**src/rtl/nvseq_pkg.sv**
```systemverilog
package nvseq_pkg;
  typedef enum logic [2:0] {
    ST_IDLE,
    ST_DELAY,
    ST_STORE,
    ST_RECALL,
    ST_HOLD
  } seqState_t;

  typedef struct packed {
    logic loadDelay;
    logic loadStore;
    logic loadRecall;
    logic clrDirty;
    logic bumpCount;
  } seqStrobe_t;
endpackage

```
**src/rtl/nvseq_ctrl.sv**
```systemverilog
module nvseq_ctrl
  import nvseq_pkg::*;
(
  input  logic       clk,
  input  logic       rst_n,
  input  logic       lineSense,
  input  logic       swStore,
  input  logic       recallReq,
  input  logic       pwrFail,
  input  logic       dirty,
  input  logic       cntZero,
  output seqStrobe_t strobe,
  output logic       busyDriveLow,
  output logic       rdInhibit,
  output logic       wrInhibit,
  output logic       storeDone,
  output logic       recallDone
);
  seqState_t curState, nxtState;
  logic lineLow;

  assign lineLow = ~lineSense;

  always_ff @(posedge clk or negedge rst_n) begin
    if (!rst_n) curState <= ST_IDLE;
    else        curState <= nxtState;
  end

  always_comb begin
    nxtState   = curState;
    strobe     = '0;
    storeDone  = 1'b0;
    recallDone = 1'b0;
    unique case (curState)
      ST_IDLE: begin
        if (pwrFail && dirty) begin
          nxtState         = ST_STORE;
          strobe.loadStore = 1'b1;
        end else if (lineLow) begin
          if (dirty) begin
            nxtState         = ST_DELAY;
            strobe.loadDelay = 1'b1;
          end else begin
            nxtState = ST_HOLD;
          end
        end else if (swStore) begin
          nxtState         = ST_STORE;
          strobe.loadStore = 1'b1;
        end else if (recallReq) begin
          nxtState          = ST_RECALL;
          strobe.loadRecall = 1'b1;
        end
      end
      ST_DELAY: begin
        if (cntZero) begin
          nxtState         = ST_STORE;
          strobe.loadStore = 1'b1;
        end
      end
      ST_STORE: begin
        if (cntZero) begin
          nxtState         = ST_IDLE;
          strobe.clrDirty  = 1'b1;
          strobe.bumpCount = 1'b1;
          storeDone        = 1'b1;
        end
      end
      ST_RECALL: begin
        if (cntZero) begin
          nxtState        = ST_IDLE;
          strobe.clrDirty = 1'b1;
          recallDone      = 1'b1;
        end
      end
      ST_HOLD: begin
        if (!lineLow) nxtState = ST_IDLE;
      end
      default: nxtState = ST_IDLE;
    endcase
  end

  assign busyDriveLow = (curState == ST_STORE);
  assign rdInhibit    = (curState == ST_STORE) || (curState == ST_RECALL) ||
                        (curState == ST_HOLD);
  assign wrInhibit    = rdInhibit || (curState == ST_DELAY) || lineLow;


  skip_clean_chk: assert property (@(posedge clk) disable iff (!rst_n)
    (curState == ST_IDLE && !dirty && !swStore) |=> curState != ST_STORE);


  pwr_no_delay_chk: assert property (@(posedge clk) disable iff (!rst_n)
    (curState == ST_IDLE && pwrFail && dirty) |=> busyDriveLow);


  hold_release_chk: assert property (@(posedge clk) disable iff (!rst_n)
    (curState == ST_HOLD && lineLow) |=> (rdInhibit && !busyDriveLow));
endmodule

```
**src/rtl/nvseq_datapath.sv**
```systemverilog
module nvseq_datapath
  import nvseq_pkg::*;
#(
  parameter int DELAY_CYCLES  = 8,
  parameter int STORE_CYCLES  = 64,
  parameter int RECALL_CYCLES = 32,
  parameter int STORE_LIMIT   = 200000,
  localparam int MAX_LEN = (DELAY_CYCLES > STORE_CYCLES)
                         ? ((DELAY_CYCLES > RECALL_CYCLES) ? DELAY_CYCLES : RECALL_CYCLES)
                         : ((STORE_CYCLES > RECALL_CYCLES) ? STORE_CYCLES : RECALL_CYCLES),
  localparam int TMR_W = (MAX_LEN > 1) ? $clog2(MAX_LEN) : 1,
  localparam int CNT_W = $clog2(STORE_LIMIT + 1)
)(
  input  logic             clk,
  input  logic             rst_n,
  input  seqStrobe_t       strobe,
  input  logic             wrDone,
  input  logic             wrInhibit,
  output logic             cntZero,
  output logic             dirty,
  output logic [CNT_W-1:0] storeCount,
  output logic             wornOut
);
  localparam logic [TMR_W-1:0] DELAY_LD  = TMR_W'(DELAY_CYCLES - 1);
  localparam logic [TMR_W-1:0] STORE_LD  = TMR_W'(STORE_CYCLES - 1);
  localparam logic [TMR_W-1:0] RECALL_LD = TMR_W'(RECALL_CYCLES - 1);
  localparam logic [CNT_W-1:0] LIMIT_V   = CNT_W'(STORE_LIMIT);

  logic [TMR_W-1:0] phaseTmr;
  logic wrOk;

  assign wrOk = wrDone && !wrInhibit;

  always_ff @(posedge clk or negedge rst_n) begin
    if (!rst_n)                 phaseTmr <= '0;
    else if (strobe.loadDelay)  phaseTmr <= DELAY_LD;
    else if (strobe.loadStore)  phaseTmr <= STORE_LD;
    else if (strobe.loadRecall) phaseTmr <= RECALL_LD;
    else if (phaseTmr != '0)    phaseTmr <= phaseTmr - 1'b1;
  end
  assign cntZero = (phaseTmr == '0);

  always_ff @(posedge clk or negedge rst_n) begin
    if (!rst_n)               dirty <= 1'b0;
    else if (strobe.clrDirty) dirty <= 1'b0;
    else if (wrOk)            dirty <= 1'b1;
  end

  always_ff @(posedge clk or negedge rst_n) begin
    if (!rst_n) storeCount <= '0;
    else if (strobe.bumpCount && storeCount != LIMIT_V)
      storeCount <= storeCount + 1'b1;
  end
  assign wornOut = (storeCount == LIMIT_V);


  dirty_set_chk: assert property (@(posedge clk) disable iff (!rst_n)
    (wrDone && !wrInhibit && !strobe.clrDirty) |=> dirty);


  dirty_clear_chk: assert property (@(posedge clk) disable iff (!rst_n)
    strobe.clrDirty |=> !dirty);


  count_sat_chk: assert property (@(posedge clk) disable iff (!rst_n)
    storeCount <= LIMIT_V);


  count_mono_chk: assert property (@(posedge clk) disable iff (!rst_n)
    !strobe.bumpCount |=> $stable(storeCount));
endmodule

```
**src/rtl/nvseq_top.sv**
```systemverilog
module nvseq_top
  import nvseq_pkg::*;
#(
  parameter int DELAY_CYCLES  = 8,
  parameter int STORE_CYCLES  = 64,
  parameter int RECALL_CYCLES = 32,
  parameter int STORE_LIMIT   = 200000,
  localparam int CNT_W = $clog2(STORE_LIMIT + 1)
)(
  input  logic             clk,
  input  logic             rst_n,
  input  logic             lineSense,
  input  logic             swStore,
  input  logic             recallReq,
  input  logic             pwrFail,
  input  logic             wrDone,
  output logic             busyDriveLow,
  output logic             rdInhibit,
  output logic             wrInhibit,
  output logic             storeDone,
  output logic             recallDone,
  output logic             dirty,
  output logic [CNT_W-1:0] storeCount,
  output logic             wornOut
);
  seqStrobe_t strobe;
  logic cntZero;

  nvseq_ctrl u_ctrl (
    .clk(clk), .rst_n(rst_n), .lineSense(lineSense), .swStore(swStore),
    .recallReq(recallReq), .pwrFail(pwrFail), .dirty(dirty), .cntZero(cntZero),
    .strobe(strobe), .busyDriveLow(busyDriveLow), .rdInhibit(rdInhibit),
    .wrInhibit(wrInhibit), .storeDone(storeDone), .recallDone(recallDone)
  );

  nvseq_datapath #(
    .DELAY_CYCLES(DELAY_CYCLES), .STORE_CYCLES(STORE_CYCLES),
    .RECALL_CYCLES(RECALL_CYCLES), .STORE_LIMIT(STORE_LIMIT)
  ) u_dp (
    .clk(clk), .rst_n(rst_n), .strobe(strobe), .wrDone(wrDone),
    .wrInhibit(wrInhibit), .cntZero(cntZero), .dirty(dirty),
    .storeCount(storeCount), .wornOut(wornOut)
  );


  busy_inhibits_chk: assert property (@(posedge clk) disable iff (!rst_n)
    busyDriveLow |-> (rdInhibit && wrInhibit));


  done_in_busy_chk: assert property (@(posedge clk) disable iff (!rst_n)
    storeDone |-> busyDriveLow);


  recall_quiet_chk: assert property (@(posedge clk) disable iff (!rst_n)
    recallDone |-> (!busyDriveLow && rdInhibit));
endmodule

```
**config.mk**
```make
export PLATFORM = sky130hd
export DESIGN_NAME = nvseq_top
export DESIGN_NICKNAME = d
export VERILOG_FILES = /design/src/rtl/nvseq_pkg.sv /design/src/rtl/nvseq_ctrl.sv /design/src/rtl/nvseq_datapath.sv /design/src/rtl/nvseq_top.sv
export SDC_FILE = /design/constraint.sdc
export NUM_CORES = 1
export LEC_CHECK = 0
export ABC_AREA = 1
export BUFFER_PORTS_ARGS = -buffer_cell sky130_fd_sc_hd__buf_2
export CAP_MARGIN = 20
export CORE_UTILIZATION = 36
export DETAILED_ROUTE_END_ITERATION = 10
export PLACE_DENSITY = 0.55
export SYNTH_ARGS = -nofsm -noshare
export SYNTH_HDL_FRONTEND = slang
export SYNTH_SLANG_ARGS = --single-unit
```
**constraint.sdc**
```tcl
create_clock -name clk -period 1.8 [get_ports clk]
set_input_delay 0.18 -clock clk [delete_from_list [all_inputs] [get_ports clk]]
set_output_delay 0.18 -clock clk [all_outputs]
set_load 0.005 [all_outputs]
```
# Yosys cells after proc, flatten, opt, wreduce, memory -nomap -nowiden
# Cells that the tools add are included.
# totals
regBits,28
out_inout_bits,25
# classes
add_sub_neg,2
n_eq_ne,10
muxes,33
bitwise_logic,1
n_reduce_logical,15
# op_table
operator,count
$mux W3,8
$mux W6,4
$add A18 B1 Y18 const B,1
$eq A18 B18 Y1 const B,1
$ne A18 B18 Y1 const B,1
$mux W1,16
$pmux W3 S4,1
$eq A3 B2 Y1 const B,2
$logic_not A6 Y1,1
$reduce_bool A6 Y1,1
$sub A6 B1 Y6 const B,1
$ne A5 B4 Y1 const B,1
$logic_or A1 B1 Y1,4
$mux W2,2
$ne A2 B2 Y1 const B,2
$pmux W1 S2,2
$reduce_and A4 Y1,1
$reduce_bool A4 Y1,1
$eq A3 B1 Y1 const B,1
$eq A3 B3 Y1 const B,1
$logic_and A1 B1 Y1,3
$logic_not A3 Y1,1
$ne A2 B1 Y1 const B,1
$reduce_bool A2 Y1,1
3 further kinds,3

# Logic depth before layout (Yosys ltp)
# Gate-level depths: netlist of run 1.
# depth
ltp_word,9
depth_mapped,11

# Cells and area by module
# Synthesis of run 1 repeated with hierarchy kept, for this count alone.
# hier_totals
hier_cells,264
hier_area_um2,1901.8
# by_module_without_submodules
module,instances,cells_each,area_each_um2
nvseq_datapath,1,208,1567.8
nvseq_ctrl,1,56,334.1

# Worst setup path before layout of run 1
# No wires, ideal clock.
# synth_timing
path_kind,reg-to-reg
start,register u_dp.phaseTmr[0]
end,register u_dp.storeCount[0]
setup_time_ns,0.116
t_arrival_ns,1.434
slack_ns,0.250
stages_incl_launch_ff,11
n_path_buf,1
path_cell_list,dfrtp_1 > inv_1 > ha_1 > nand3_2 > nor2_8 > nand2_4 > nor2_8 > nand2_4 > buf_4 > nand2_1 > nand2_1
# synth_between
elab_chain_cells,4
# synth_rtl
item,line_no,source
"start, declared",nvseq_datapath.sv:29,logic [TMR_W-1:0] phaseTmr;
"start signal, assigned",nvseq_datapath.sv:39,else if (phaseTmr != '0) phaseTmr <= phaseTmr - 1'b1;
$logic_not A6 Y1,nvseq_datapath.sv:41,assign cntZero = (phaseTmr == '0);
$mux W2,nvseq_ctrl.sv:61,if (cntZero) begin
$mux W1,nvseq_ctrl.sv:34,unique case (curState)
$logic_and A1 B1 Y1,nvseq_datapath.sv:51,else if (strobe.bumpCount && storeCount != LIMIT_V)
"end signal, assigned",nvseq_datapath.sv:52,storeCount <= storeCount + 1'b1;
"end, declared",nvseq_datapath.sv:21,"output logic [CNT_W-1:0] storeCount,"
# No other way between the ends.
# A chain may end at the register's enable or synchronous reset.

# Final worst setup path of run 1
# layout_timing
start,register u_dp.storeCount[0]
end,output wornOut
# layout_between
elab_chain_cells,1
# layout_rtl
item,line_no,source
$eq A18 B18 Y1,nvseq_datapath.sv:54,assign wornOut = (storeCount == LIMIT_V);
"end, declared",nvseq_top.sv:24,output logic wornOut
# No other way between the ends.

==> results of run 1 <==
per-layer routing:
metal / track usage, % / wire [um]
met3: 3.17 / 113
met2: 31.9 / 2190
met5: 0 / 0
met1: 20.3 / 1910
met4: 6.58 / 88
through the flow:
step                      instances  power, uW  hold slack [ps]
final                           383       1070              191
after floorplan                 276        645             -116
after CTS                       383       1080              180
after global routing            383       1110              196
after global placement          378        667              249
after detailed placement        378        668              250
final timing paths:
| check | startpoint | end | slack, ps | cells past startpoint |
|---|---|---|---|---|
| min in group asynchronous | rst_n | u_dp.storeCount[3]$_DFFE_PN0P_ | 430 | 2 |
| worst min-delay path | wrDone | u_dp.dirty$_DFFE_PN0P_ | 190 | 3 |
| worst min register to register | u_dp.phaseTmr[0]$_DFFE_PN0P_ | u_dp.phaseTmr[0]$_DFFE_PN0P_ | 520 | 2 |
| max in group asynchronous | rst_n | u_dp.phaseTmr[0]$_DFFE_PN0P_ | 950 | 2 |
| worst max-delay path | u_dp.storeCount[0]$_DFFE_PN0P_ | wornOut | 100 | 5 |
| worst max register to register | u_dp.phaseTmr[1]$_DFFE_PN0P_ | u_dp.storeCount[13]$_DFFE_PN0P_ | 170 | 10 |
power by group:
part	internal [uW]	switching, uW	leakage (uW)
Sequential	629	0	0.000372
Clock	197	219	0.0000288
Combinational	7.56	19.1	0.000729
Total	833	238	0.00113
registers in the layout, indices dropped and copies added, names as in the netlist:
name / cells
u_dp.dirty: 1
u_ctrl.curState: 3
u_dp.storeCount: 18
u_dp.phaseTmr: 6
worst reg2reg max path, cell delays in order, from the launching register on:
cell and delay, ps:
dfrtp_1 410, inv_1 80, ha_1 160, nand3_2 120, nor2_8 110, nand2_4 80, nor2_8 100, nand2_4 170
inv_6 200, nand2_1 80, nand2_1 60
layout make-up:
cell class / count / area, sq um
Fill cell: 578 / 2900
Multi-Input combinational cell: 211 / 1070
Sequential cell: 28 / 701
Timing Repair Buffer: 36 / 195
Inverter: 34 / 133
Tap cell: 70 / 87.6
Clock buffer: 4 / 55.1
synth_stat cells, drive strengths merged, types with 2 or more instances:
library cell,count
or2,2
nand3b,2
buf,3
xor2,9
nand4,6
dfrtp,28
xnor2,3
nand2,106
nor3,2
inv,33
nor2,41
nand3,21
o21ai,10
ha,4
cell families (layout without fill, tap and decap cells):
group / after synthesis / count (layout)
adder cells (fa/ha/maj): 4 / 4
buffers and inverters: 37 / 74
AO/OA/AOI/OAI: 13 / 13
XOR/XNOR: 12 / 12
AND/OR/NAND/NOR: 182 / 182
flip-flops: 28 / 28
timing repair:
action / in CTS / in global routing
setup endpoints to repair: 0 / 1
hold buffers: 1 / 0
buffers inserted: 0 / 0
hold endpoints to repair: 28 / 0
gates resized for setup: 0 / 1
==> metrics.md, run 1 <==
| Metric | Value |
|---|---|
| Gr ovfl total | 0 |
| Antenna cell count | 0 |
| Max-cap viol count | 0 |
| Drt first pass iters | 4 |
| Post-Syn Nets | 287 |
| Top cells by area, synth | dfrtp_1 36%, nand2_1 18%, nor2_1 6.8% |
| Placed cell area | roughly 2200 sq um |
| DR DRC count | 0 |
| Finish-stage setup viols | 0 |
| Die height | 75.4 um |
| Gr usage total | between 10% and 20% |
| Slew headroom | approximately 58% |
| Most frequent cells in the layout | 92 x nand2_1, 35 x nor2_1, 31 x buf_2, 30 x inv_1, 28 x dfrtp_1 |
| Wire per inst | 11.2 um |
| Die width | 75.4 um |
| Pwr dens | between 400 and 500 nW/um^2 |
| Unrepaired setup endpoints after global routing | false |
| TritonCTS clock tree | built |
| YS warnings | 0 |
| Post-synth top flop | dfrtp_1 |
| Seq/Total Area, Yosys | 36.2% |
| F_max | 0.589 GHz |
| Final Hold Vio Count | 0 |
| H-tree lvl count | 1 |
| Avg Cell Area, Syn | 7.02 sq um |
| Routed WL | roughly 4300 um |
| FP Rows | 26 |
| Post-synth EDFFs | 0 |
| CP max stage delay | around 400 ps |
| Skew final | around 10 ps |
| Final Cycle Share | between 90% and 100% |
| Crit Path Category | reg2out |
| CP Cell Sequence | inv_1 > ha_1 > nand3_1 > nor4_2 > buf_2 |
| Post-synthesis cell type count | 30 |
| Startpoint Class | flop |
| Worst Slack Setup Final | between 100 and 150 ps |
| Clock buffer depth | 2 |
| Synth Area in Simple Gates | between 40% and 50% |
| Nets | between 300 and 400 |
| Compound-Gate Fraction of Synth Area | under 10% |
| Core Util, Final | ~44% |
| CP bufs+invs | 2 |
| Worst-Skew Late Latency | approximately 290 ps |
| Tmin final | about 1700 ps |
| Top cell type by total area after synthesis | dfrtp_1 |
| Vias in the first global route | between 1500 and 2000 |
| Required time worst endpoint | around 1600 ps |
| #FFs+latches synth | 28 |
| Post-Synth XOR/XNOR Area | 5.43% |
| Root buf cell | clkbuf_8 |
| Slowest cell on crit path | dfrtp_1 |
| Share of post-route cells with drive strength above 1 | a little over a fifth |
| Max FO, Critical Path | 3 |
| PortBufs | 31 |
| Worst path top cell family by delay | simple AND/OR/NAND/NOR gates |
| Largest net degree at the start of global routing | 29 |
| Area share of fa/ha/maj cells after synthesis | 2.58% |
| Clk slew on worst S/H paths | ~110 ps |
| Num Clock Sinks | 28 |
| Final instance area | roughly 2200 sq um |
| Cts bufs inserted | 3 |
| Largest family of logic cells by synthesized area | simple AND/OR/NAND/NOR gates |
| Status | finished clean |
| Layout area overhead | 15.8% |
| Post-Syn Area | 1940 sq um |
| Antenna violations before repair | 0 |
| Leakage | between 0.001 and 0.0015 uW |
| Vias | approximately 1800 |
| DRT antenna net count | 0 |
| 1st-iter DRT viols | 62 |
| Commonest non-fill, non-tap cell in the layout | nand2_1 |
| Place WS | between 150 and 200 ps |
| Post-Synthesis Cells | around 280 |
| Post-synth top area share | a little over a third |
| Setup crit end kind | primary output |
| Peak supply drop | 0.342 mV |
| TNS Setup | 0 ps |
| Arr. time, crit path | 1520 ps |
| DIE AREA | 5680 sq um |
| Vias/cell | around 4.6 |
| Initial Util | between 30% and 40% |
| Mux cell area share after synthesis | 0% |
| GPL Wtd Cong | about 0.82 |
| I/O pins | 32 |
| First-pass GRT wire length | between 7000 and 8000 um |
| Min-delay worst type | in2reg |
| Max Slew Vio Count | 0 |
| Detailed Place HPWL | between 3000 and 4000 um |
| Core area | around 5000 sq um |
| Async S/R FF share, synth | 100% |
| Worst Max-Slew Pin Slew | between 600 and 700 ps |
No activity file was read; power rests on OpenSTA's default activity.
==> run 2: changes to the inputs <==
ABC_AREA = unset   (was 1)
PLACE_DENSITY = unset   (was 0.55)
SYNTH_HIERARCHICAL = 1   (was unset)
==> run 2 against run 1 <==
  * The run now ends with setup timing left
  * First-iteration DRC count down 9.7%
  * Non-clock buffer count up 33
  * Worst setup slack worse by 260 ps
  * Power up 90%
  * Final cell count down 29%
  * Sequential power up 28%
  * Highest routed layer unchanged
  * Maximum frequency down 13%
  * Clock-buffer cell count down 1
  * Hold slack worse by 41 ps
  * Critical endpoint is now u_dp/storeCount[15]$_DFFE_PN0P_
  * Largest cell class unchanged
  * Die area down 20%
==> metrics.md, run 2 <==
| Metric | Value |
|---|---|
| Net Sw Frac | 33.0% (was 22.2%) |
| Post-synth EDFFs | 0 (unchanged) |
| Detailed Place HPWL | 2810 um (was 3290 um) |
| Wire per inst | 14.0 um (was 11.2 um) |
| DIE AREA | 4540 sq um (was 5680 sq um) |
| Worst Max-Slew Pin Slew | 640 ps (was 637 ps) |
| Post-Synthesis Cells | 155 (was 276) |
| Place WS | -138 ps (was 177 ps) |
| Unrepaired setup endpoints after global routing | true (was false) |
| Largest regs | u_dp/storeCount x18, u_dp/phaseTmr x6, u_ctrl/curState x3 (was u_dp.storeCount x18, u_dp.phaseTmr x6, u_ctrl.curState x3) |
| Hold-critical path endpoint | u_dp/dirty$_DFFE_PN0P_ (was u_dp.dirty$_DFFE_PN0P_) |
| PortBufs | 31 (unchanged) |
| Register-to-Register Path Depth | 7 (was 10) |
| Largest net degree at the start of global routing | 29 (unchanged) |
| Sequential power share | 39.6% (was 58.7%) |
| Top cells by area, synth | dfrtp_1 46%, xnor2_1 9.1%, ha_1 3.3% (was dfrtp_1 36%, nand2_1 18%, nor2_1 6.8%) |
| I/O pins | 32 (unchanged) |
| Share of post-route cells with drive strength above 1 | 43.9% (was 21.1%) |
| Seq/Total Area, Yosys | 45.5% (was 36.2%) |
| Peak supply drop | 0.560 mV (was 0.342 mV) |
| First-pass GRT wire length | 6370 um (was 7550 um) |
| GPL Wtd Cong | 0.802 (was 0.817) |
| Slew headroom | 57.3% (was 57.5%) |
| Antenna cell count | 0 (unchanged) |
| Post-synth top flop | dfrtp_1 (unchanged) |
| Initial Util | 37.9% (was 37.7%) |
| Antenna violations before repair | 0 (unchanged) |
| TNS Setup | -2000 ps (was 0 ps) |
| DRT antenna net count | 0 (unchanged) |
| Vias | 1403 (was 1773) |
| Leakage | 0.00107 uW (was 0.00113 uW) |
| F_max | 0.510 GHz (was 0.589 GHz) |
| Worst path top cell family by delay | simple AND/OR/NAND/NOR gates (unchanged) |
| Status | complete, but fails checks (was finished clean) |
| Max Slew Vio Count | 0 (unchanged) |
| Top cells by instance count after synthesis | 28 x dfrtp_1, 16 x xnor2_1, 12 x nand2_1, 10 x nor2_1 (was 92 x nand2_1, 35 x nor2_1, 30 x inv_1, 28 x dfrtp_1, 20 x nand3_1) |
| DR DRC count | 0 (unchanged) |
| Root buf cell | clkbuf_8 (unchanged) |
| Placed cell area | 2010 sq um (was 2170 sq um) |
| Routed WL | 3810 um (was 4300 um) |
| Internal power | 1360 uW (was 833 uW) |
| Gr usage total | 18.5% (was 17.5%) |
| Final Power | 2030 uW (was 1070 uW) |
| Comb power frac | 43.7% (was 2.5%) |
| Max-cap viol count | 0 (unchanged) |
| YS warnings | 6 (was 0) |
| Pwr dens | 918 nW/um^2 (was 478 nW/um^2) |
| Top cell type by total area after synthesis | dfrtp_1 (unchanged) |
| Post-Syn Area | 1540 sq um (was 1940 sq um) |
| Hold depth | 3 (unchanged) |
| Failing checks | setup timing |
| Worst-Skew Late Latency | 270 ps (was 290 ps) |
| CP bufs+invs | 0 (was 2) |
| Startpoint Class | flop (unchanged) |
| TritonCTS clock tree | built (unchanged) |
| R2r startpoint | u_dp/phaseTmr[2]$_DFFE_PN0P_ (was u_dp.phaseTmr[1]$_DFFE_PN0P_) |
| Final instance area | 2210 sq um (was 2240 sq um) |
| Flop-to-flop setup slack | -160 ps (was 170 ps) |
| Most frequent cells in the layout | 33 x buf_4, 31 x buf_2, 27 x dfrtp_1, 14 x xnor2_1, 11 x nand2_1 (was 92 x nand2_1, 35 x nor2_1, 31 x buf_2, 30 x inv_1, 28 x dfrtp_1) |
| Finish-stage setup viols | 25 (was 0) |
| Final Cycle Share | 109% (was 94.3%) |
| Gr ovfl total | 0 (unchanged) |
| Worst Slack Setup Final | -159 ps (was 102 ps) |
| Dominant cell by count in the synthesized netlist | dfrtp_1 (was nand2_1) |
| Avg Cell Area, Syn | 9.93 sq um (was 7.02 sq um) |
| 1st-iter DRT viols | 56 (was 62) |
| H-tree lvl count | 1 (unchanged) |
| Crit Path Category | reg2reg (was reg2out) |
| FF-to-FF End | u_dp/storeCount[15]$_DFFE_PN0P_ (was u_dp.storeCount[13]$_DFFE_PN0P_) |
| Largest register by flop count | u_dp/storeCount (was u_dp.storeCount) |
| #FFs+latches synth | 28 (unchanged) |
| Core area | 4060 sq um (was 5140 sq um) |
| Final Hold Vio Count | 0 (unchanged) |
| Worst hold start | wrDone (unchanged) |
| Post-synth top area share | 45.5% (was 36.2%) |
| Nets | 236 (was 325) |
| Clk slew on worst S/H paths | 100 ps (was 110 ps) |
| Psw | 671 uW (was 238 uW) |
| Async S/R FF share, synth | 100% (unchanged) |
| Post-Syn Nets | 166 (was 287) |
| Commonest non-fill, non-tap cell in the layout | buf_4 (was nand2_1) |
| Min-delay worst type | in2reg (unchanged) |
| Arr. time, crit path | 2120 ps (was 1520 ps) |
| Final hold slack | 150 ps (was 191 ps) |
| Vias/cell | 5.14 (was 4.63) |
| Clk pwr share | 16.7% (was 38.8%) |
| Clock buffer depth | 2 (unchanged) |
| Layout area overhead | 43.9% (was 15.8%) |
| CP Cell Sequence | or3_4 > nor3b_4 > and3_4 > nand3_4 > nor3_4 > nand4_1 > xnor2_1 (was inv_1 > ha_1 > nand3_1 > nor4_2 > buf_2) |
| Cts bufs inserted | 3 (unchanged) |
| FP Rows | 23 (was 26) |
| Slowest cell on crit path | or3_4 (was dfrtp_1) |
| Required time worst endpoint | 1960 ps (was 1620 ps) |
| Num Clock Sinks | 28 (unchanged) |
| Tmin final | 1960 ps (was 1700 ps) |
| Max FO, Critical Path | 4 (was 3) |
| Die width | 67.4 um (was 75.4 um) |
| Vias in the first global route | 1396 (was 1726) |
| Post-synthesis cell type count | 43 (was 30) |
| Setup crit end kind | flop (was primary output) |
| Max reg flops | 18 (unchanged) |
| Skew final | 5.49 ps (was 9.73 ps) |
| Drt first pass iters | 4 (unchanged) |
| CP max stage delay | 400 ps (about the same) |
| Die height | 67.4 um (was 75.4 um) |
-- run 2: cell types whose count changed after synthesis, moves of 6 or more --
cell,previous run,this run
nand2_1,92,12
nor2_1,35,10
inv_1,30,9
xnor2_1,3,16
nand2_2,12,0
nand3_1,20,9
xor2_1,9,2
a21oi_1,0,6
-- run 2: per-layer routing --
layer  share of wire (%)  global-route usage, %
met1                  43                   22.2
met2                  53                   34.8
met3                 3.2                   2.03
met4                0.66                   4.79
met5                   0                      0
-- run 2: cells by family (layout without fill, tap and decap cells) --
group	after synthesis	after routing	share of synthesized area [%]
adder cells (fa/ha/maj)	4	4	3.25
AND/OR/NAND/NOR	66	66	24.0
flip-flops	28	28	45.5
buffers and inverters	13	81	3.98
XOR/XNOR	18	18	10.2
AO/OA/AOI/OAI	23	23	10.7
multiplexers	3	3	2.36
-- run 2: how the worst max path moves through the flow --
| stage | from | endpoint | slack (ps) | depth (start not counted) |
|---|---|---|---|---|
| 2_1_floorplan | u_dp/phaseTmr[4]$_DFFE_PN0P_ | u_dp/storeCount[15]$_DFFE_PN0P_ | -370 | 8 |
| 3_3_place_gp | u_dp/phaseTmr[4]$_DFFE_PN0P_ | u_dp/phaseTmr[5]$_DFFE_PN0P_ | -110 | 8 |
| 3_5_place_dp | u_dp/phaseTmr[4]$_DFFE_PN0P_ | u_dp/phaseTmr[5]$_DFFE_PN0P_ | -140 | 8 |
| 4_1_cts | u_dp/phaseTmr[4]$_DFFE_PN0P_ | u_dp/storeCount[15]$_DFFE_PN0P_ | -160 | 7 |
| 5_1_grt | u_dp/phaseTmr[2]$_DFFE_PN0P_ | u_dp/storeCount[15]$_DFFE_PN0P_ | -280 | 7 |
| 6_report | u_dp/phaseTmr[2]$_DFFE_PN0P_ | u_dp/storeCount[15]$_DFFE_PN0P_ | -160 | 7 |
-- run 2: through the flow --
| stage | utilization, % | cells |
|---|---|---|
| 2_1_floorplan | - | 155 |
| 3_3_place_gp | 49.5 | 264 |
| 3_5_place_dp | 49.5 | 264 |
| 4_1_cts | 52.5 | 270 |
| 5_1_grt | 54.6 | 273 |
| 6_report | 54.6 | 273 |
-- run 2: worst min-delay path, cell delays in order --
cell and delay, ps:
buf_2 80, a21oi_1 50, nor2_1 80
-- run 2: area by class of cell --
cell class	instances	area, sq um
tap	50	62.6
fill	371	1840
multi-input combinational	114	917
timing repair buffer	69	458
clock buffer	3	41.3
inverter	9	33.8
sequential	28	702
-- run 2: power by group through the flow --
stage	sequential (uW)	combinational (uW)	clock [uW]
after floorplan	794	398	0
after global placement	803	715	0
after detailed placement	808	742	0
after CTS	798	788	347
after global routing	817	974	376
final	804	888	339
-- run 2: what timing repair did --
| action | 4_1_cts | 5_1_grt |
|---|---|---|
| endpoints found under the setup margin | 27 | 29 |
| endpoints found under the hold margin | 28 | 0 |
| pin swaps | 9 | 17 |
| setup buffers | 8 | 6 |
| cloned | 0 | 0 |
| hold buffers | 1 | 0 |
| gates resized for setup | 12 | 13 |
